### src/rtl/lru_pkg.sv
package lru_pkg;

    localparam int WAYS  = 4;
    localparam int WAY_W = 2;
    localparam int ORD_W = WAYS * WAY_W;

    typedef logic [WAY_W-1:0] way_t;
    // element 0 is the most recent rank, element WAYS-1 the least recent
    typedef way_t [WAYS-1:0] order_t;

    typedef enum logic [1:0] {
        OP_IDLE  = 2'd0,
        OP_HIT   = 2'd1,
        OP_FILL  = 2'd2,
        OP_INVAL = 2'd3
    } op_e;

    localparam order_t RESET_ORDER = {2'd3, 2'd2, 2'd1, 2'd0};

    function automatic int unsigned rank_of(order_t o, way_t w);
        int unsigned r;
        r = 0;
        for (int i = 0; i < WAYS; i++) begin
            if (o[i] == w) r = i;
        end
        return r;
    endfunction

    // move w to the front; entries ahead of its old rank slide back
    function automatic order_t promote(order_t o, way_t w);
        order_t      n;
        int unsigned p;
        p    = rank_of(o, w);
        n[0] = w;
        for (int i = 1; i < WAYS; i++) begin
            n[i] = (i <= p) ? o[i-1] : o[i];
        end
        return n;
    endfunction

    // move w to the back; entries behind its old rank slide forward
    function automatic order_t demote(order_t o, way_t w);
        order_t      n;
        int unsigned p;
        p         = rank_of(o, w);
        n[WAYS-1] = w;
        for (int i = 0; i < WAYS - 1; i++) begin
            n[i] = (i >= p) ? o[i+1] : o[i];
        end
        return n;
    endfunction

endpackage

### src/rtl/lru_order_store.sv
module lru_order_store
    import lru_pkg::*;
#(
    parameter int SET_IDX_W = 4
) (
    input  logic                 clk,
    input  logic                 rst,
    input  logic [SET_IDX_W-1:0] rd_idx,
    input  logic                 wr_en,
    input  logic [SET_IDX_W-1:0] wr_idx,
    input  order_t               wr_order,
    output order_t               rd_order
);
    localparam int SETS = 1 << SET_IDX_W;

    order_t table_q [SETS];

    always_ff @(posedge clk) begin
        if (rst) begin
            for (int s = 0; s < SETS; s++) begin
                table_q[s] <= RESET_ORDER;
            end
        end else if (wr_en) begin
            table_q[wr_idx] <= wr_order;
        end
    end

    assign rd_order = table_q[rd_idx];

endmodule

### src/rtl/lru_order_update.sv
module lru_order_update
    import lru_pkg::*;
(
    input  op_e    op,
    input  way_t   way,
    input  order_t cur,
    output order_t nxt,
    output logic   wr_en
);
    always_comb begin
        nxt   = cur;
        wr_en = 1'b0;
        unique case (op)
            OP_HIT: begin
                nxt   = promote(cur, way);
                wr_en = 1'b1;
            end
            OP_FILL: begin
                nxt   = promote(cur, cur[WAYS-1]);
                wr_en = 1'b1;
            end
            OP_INVAL: begin
                nxt   = demote(cur, way);
                wr_en = 1'b1;
            end
            default: begin
                nxt   = cur;
                wr_en = 1'b0;
            end
        endcase
    end
endmodule

### src/rtl/lru_tracker.sv
module lru_tracker
    import lru_pkg::*;
#(
    parameter int SET_IDX_W = 4
) (
    input  logic                 clk,
    input  logic                 rst,
    input  logic [1:0]           op_i,
    input  logic [SET_IDX_W-1:0] set_i,
    input  logic [1:0]           way_i,
    output logic [1:0]           victim_o,
    output logic [7:0]           order_o
);
    order_t cur_order;
    order_t nxt_order;
    logic   upd_en;

    lru_order_store #(.SET_IDX_W(SET_IDX_W)) u_store (
        .clk      (clk),
        .rst      (rst),
        .rd_idx   (set_i),
        .wr_en    (upd_en),
        .wr_idx   (set_i),
        .wr_order (nxt_order),
        .rd_order (cur_order)
    );

    lru_order_update u_update (
        .op    (op_e'(op_i)),
        .way   (way_t'(way_i)),
        .cur   (cur_order),
        .nxt   (nxt_order),
        .wr_en (upd_en)
    );

    assign order_o  = cur_order;
    assign victim_o = cur_order[WAYS-1];

endmodule

### config.mk
export PLATFORM = sky130hd
export DESIGN_NAME = lru_tracker
export DESIGN_NICKNAME = d
export VERILOG_FILES = /design/src/rtl/lru_pkg.sv /design/src/rtl/lru_order_store.sv /design/src/rtl/lru_order_update.sv /design/src/rtl/lru_tracker.sv
export SDC_FILE = /design/constraint.sdc
export NUM_CORES = 1
export LEC_CHECK = 0
export ABC_AREA = 1
export BUFFER_PORTS_ARGS = -buffer_cell sky130_fd_sc_hd__buf_4
export CAP_MARGIN = 30
export CELL_PAD_IN_SITES_DETAIL_PLACEMENT = 1
export CELL_PAD_IN_SITES_GLOBAL_PLACEMENT = 2
export CORE_MARGIN = 2
export CORE_UTILIZATION = 40
export DETAILED_ROUTE_END_ITERATION = 8
export PLACE_DENSITY = 0.79
export RECOVER_POWER = 100
export SLEW_MARGIN = 20
export SYNTH_ARGS = -nofsm -noshare
export SYNTH_HDL_FRONTEND = slang
export SYNTH_HIERARCHICAL = 1
export SYNTH_SLANG_ARGS = --single-unit
### constraint.sdc
create_clock -name clk -period 5.7 [get_ports clk]
set_input_delay 1.14 -clock clk [delete_from_list [all_inputs] [get_ports clk]]
set_output_delay 1.14 -clock clk [all_outputs]
set_load 0.03 [all_outputs]
# Word level (Yosys, flattened, before mapping)
# Memory sizes are Yosys's and may differ from the RTL's.
# Index checks and enable logic that the tools add are counted.
# op_classes
order_cmp	9
n_eq_ne	6
n_mux	25
n_reduce_logical	2
# op_table
operator	n
32-bit two-way mux	5
2-bit by 32-bit <= comparator with 1-bit output (first input constant)	4
1-bit by 32-bit greater-or-equal comparator with 1-bit output (first input constant)	2
1-bit by 32-bit <= comparator with 1-bit output (first input constant)	2
2-bit by 32-bit greater-or-equal comparator with 1-bit output (first input constant)	1
8-bit case mux with 3 select lines	1
2-bit two-way mux	9
1-bit two-way mux	8
8-bit two-way mux	1
8-bit OR reduction	1
2-bit equality test	3
2-bit equality test (second input constant)	2
4-bit two-way mux	1
3-bit OR reduction	1
2-bit by 1-bit equality test with 1-bit output (second input constant)	1
# totals
regBits	0
mem_bits_rw	128
out_inout_bits	10
memories	1
# mem_list
name	depth	width	rd	rd_clocked_by_memory_dff	wr	line_no	text
u_store.table_q	16	8	1	0	16	lru_order_store.sv:16	order_t table_q [SETS];

# Logic depth before layout (Yosys ltp)
# An unclocked memory read counts as a cell.
# logic_depth
word_depth	10
ltp_mapped	21

# Hierarchy
# Netlist, hierarchy kept.
# modules_own_cells
module	n_inst	cells_per_inst	area_per_inst_um2
lru_order_store	1	730	6417.4
lru_order_update	1	94	434.2
lru_tracker	1	2	15.0

# Least setup slack after synthesis
# No wires, ideal clock.
# synth_path
kind	input-to-reg
start	input set_i[1]
end	memory u_store/table_q[0][3] in the netlist's numbering (data pin)
setup_time_ps	267
arrival_ps	3290
path_slack_ps	2143
cell_stages	20
path_buffers	4
path_cell_list	buf_2 > inv_1 > buf_2 > nand3_1 > nand3_1 > nand3_1 > nand2_1 > inv_1 > nand2_1 > nand2_1 > nand2_2 > buf_6 > nand3_1 > nand3_1 > nand2_1 > inv_1 > nand3_2 > inv_1 > clkbuf_1 > nor2_1
# synth_rtl
element	line_no	text
from (decl)	lru_tracker.sv:9	input logic [SET_IDX_W-1:0] set_i,
to (decl)	lru_order_store.sv:16	

==> metrics.csv <==
stage,metric,value,unit
run_status,status,"finished, final reports clean",
timing,Setup TNS Final,0,ps
synthesis,most common cell in the netlist,nand2_1,
place,count of input and output buffers,19,
floorplan,io pins,20,
synthesis,Post-Syn Instances,826,
clocking,"Setup Fix Bufs, Post-CTS",0,
route,number of DRC markers in iteration 0,294,
route,drt pass-1 iters,4,
synthesis,Post-synth EDFFs,128,
route,"antenna viol nets, final",0,
final_layout,cell area after layout,0.007535,mm²
floorplan,full die area,0.01823,mm²
route,drc violations,0,
final_layout,non-filler instance count after layout,1066,
critical_path,Crit Path Max Fanout,29,
floorplan,Die X,135.0,µm
grt,initial antenna violation count,0,
final_layout,Reg with most FFs,u_store/table_q,
critical_path,Worst setup EP type,flip-flop,
timing,worst slew pin tran,1068,ps
place,GPL Wtd Cong,0.8323,
place,hpwl dp,13470,µm
place,dpl cells,1033,
synthesis,post-synthesis sequential area ratio,55.98,%
final_layout,max FFs per register,128,
timing,worst setup margin,1056,ps
clocking,TritonCTS buffer count,17,
critical_path,Worst setup SP type,input port,
timing,unrepaired setup endpoints after global routing,false,
final_layout,layout filler cell count,2031,
timing,Setup Skew,6.172,ps
synthesis,Post-synth top cells,"nand2_1 (291), edfxtp_1 (128), inv_1 (125)",
floorplan,chip height,135.0,µm
clocking,post-cts hold buffer count,0,
timing,Slew HR,28.72,%
critical_path,Critical Path RT,5830,ps
clocking,clock tree buffer depth,2,
synthesis,Synth top area share,55.98,%
floorplan,total core area,0.01670,mm²
clocking,post-CTS sizing,0,
timing,final hold vios,0,
final_layout,Area Growth Syn to Fin,9.730,%
synthesis,Yosys warning count,6,
critical_path,Arrival @ worst endpoint,4780,ps
final_layout,final net count,843,
clocking,Worst-path clk slew,50,ps
synthesis,library cells used by synthesis,21,
route,Avg Vias per Cell,5.026,
floorplan,row count,47,
final_layout,share of cells above drive strength 1,6.383,%
critical_path,Crit Path Class,in2reg,
timing,Tcrit/Tclk final,81.47,%
synthesis,Seq cells post-synth,128,
timing,endpoints failing setup,0,
grt,vias in the first global route,5434,
final_layout,Ant. Diodes,0,
synthesis,main area contributors after synthesis,"edfxtp_1 (56%), nand2_1 (16%), nand3_1 (7.8%), inv_1 (6.8%), nor2_1 (3.7%)",
place,dpl ws,844.1,ps
route,Post-Route WL,19650,µm
synthesis,post-synthesis net count,836,
clocking,CTS Sinks,128,
synthesis,Mapped Area,0.006867,mm²
grt,first-pass GRT wire length,31180,µm
synthesis,Async SR Flop Fraction,0,%
power_and_ir_drop,Power Density,319.3,mW/mm²
timing,fmax,215.3,MHz
clocking,clock root buffer,clkbuf_16,
power_and_ir_drop,LEAKAGE,3.319,nW
grt,Global Route Usage Sum,23.06,%
synthesis,largest area contributor in the netlist,edfxtp_1,
route,Vias,5358,
run,max cap viols,0,
grt,GR Overflow Total,0,
timing,hold slack,1418,ps
clocking,number of H-tree levels,4,
hold_path,Hold Path Class,in2reg,
power_and_ir_drop,peak supply drop,0.0002014,V
critical_path,FF-to-FF setup slack,2630,ps
clocking,clk_lat worst skew,420,ps
place,"Cell Area, Placed",0.007128,mm²
clocking,CTS tree,built,
final_layout,Top Registers,u_store/table_q (128),
timing,max-slew violations,0,
synthesis,Most used DFF post-synth,edfxtp_1,
route,WL/cell,18.43,µm
floorplan,Initial Util,41.11,%
grt,largest net degree at the start of global routing,69,
synthesis,Mean Syn Cell Area,8.313,µm²
timing,final worst path period need,4644,ps
final cells by class:
type	instances	area [µm²]	share of cell area [%]
sequential	128	3844	51.01
inverter	152	570.5	7.572
tap	220	275.3	3.653
multi-input combinational	510	2118	28.11
clock inverter	14	123.9	1.644
clock buffer	18	429.2	5.696
timing repair buffer	24	173.9	2.308
power by group:
group          switching, W  internal [W]
logic              0.000247     0.0000620
clock network      0.000394      0.000631
registers        0.00000695       0.00106
metal layers:
metal  track usage (%)  vias up  part of all wire [%]
met1             31.69     2636                    48
met2             36.72      107                    46
li1                  -     2594                     -
met5                 0        -                     0
met3             4.580       21                   3.7
met4             7.697        0                   1.9
placed cells by master (no fill, tap or decap):
cell | Yosys | final
clkbuf_4 | 0 | 2
nand3_1 | 107 | 107
nand4_1 | 4 | 4
nor2_2 | 4 | 3
o2111ai_1 | 2 | 2
clkbuf_16 | 0 | 17
bufinv_16 | 0 | 2
nor2_1 | 67 | 84
clkinvlp_4 | 0 | 4
nand2_1 | 291 | 293
edfxtp_1 | 128 | 128
nand2_2 | 3 | 1
nor3_1 | 0 | 4
buf_4 | 6 | 14
inv_1 | 125 | 147
clkinv_2 | 0 | 3
o21ai_0 | 4 | 4
nand3_2 | 2 | 2
clkbuf_1 | 10 | 8
buf_16 | 0 | 1
inv_2 | 27 | 5
clkinv_1 | 0 | 5
o211ai_1 | 4 | 4
a21oi_1 | 2 | 2
worst max-delay path, cell delays in order:
cell and delay (ps):
clkbuf_4 110, inv_1 770, buf_4 380, nand2_1 70
nand2_1 80, nand2_1 70, nand3_1 100, nand3_1 110
nand2_1 160, inv_1 100, nand2_1 70, nand2_1 50
nand2_1 310, nand3_1 170, nand3_1 150, nand4_1 110
inv_1 670, nand2_1 130
worst paths after layout:
check	to	cells after the start	from
setup reg to reg	u_store/table_q[4][5]$_SDFFCE_PN1P_	16	u_store/table_q[14][6]$_SDFFCE_PN1P_
hold reg to reg	u_store/table_q[13][7]$_SDFFCE_PN1P_	10	u_store/table_q[4][7]$_SDFFCE_PN1P_
hold / removal	u_store/table_q[7][5]$_SDFFCE_PN1P_	5	set_i[3]
setup / recovery	u_store/table_q[4][5]$_SDFFCE_PN1P_	18	set_i[0]
through the flow:
step / utilization [%] / total power, W
after floorplan: - / 0.001295
after global placement: 42.68 / 0.001406
after detailed placement: 42.68 / 0.001411
after CTS: 45.99 / 0.002439
after global routing: 45.12 / 0.002499
final: 45.12 / 0.002405
kinds of logic (layout without fill, tap and decap cells):
group	after synthesis	in the layout	share of synthesized area, %
DFF	128	128	55.98
and+or+nand+nor	498	498	31.87
buffers and inverters	188	208	11.02
AOI/OAI and AO/OA	12	12	1.130
Power figures use the tool's default switching activity.
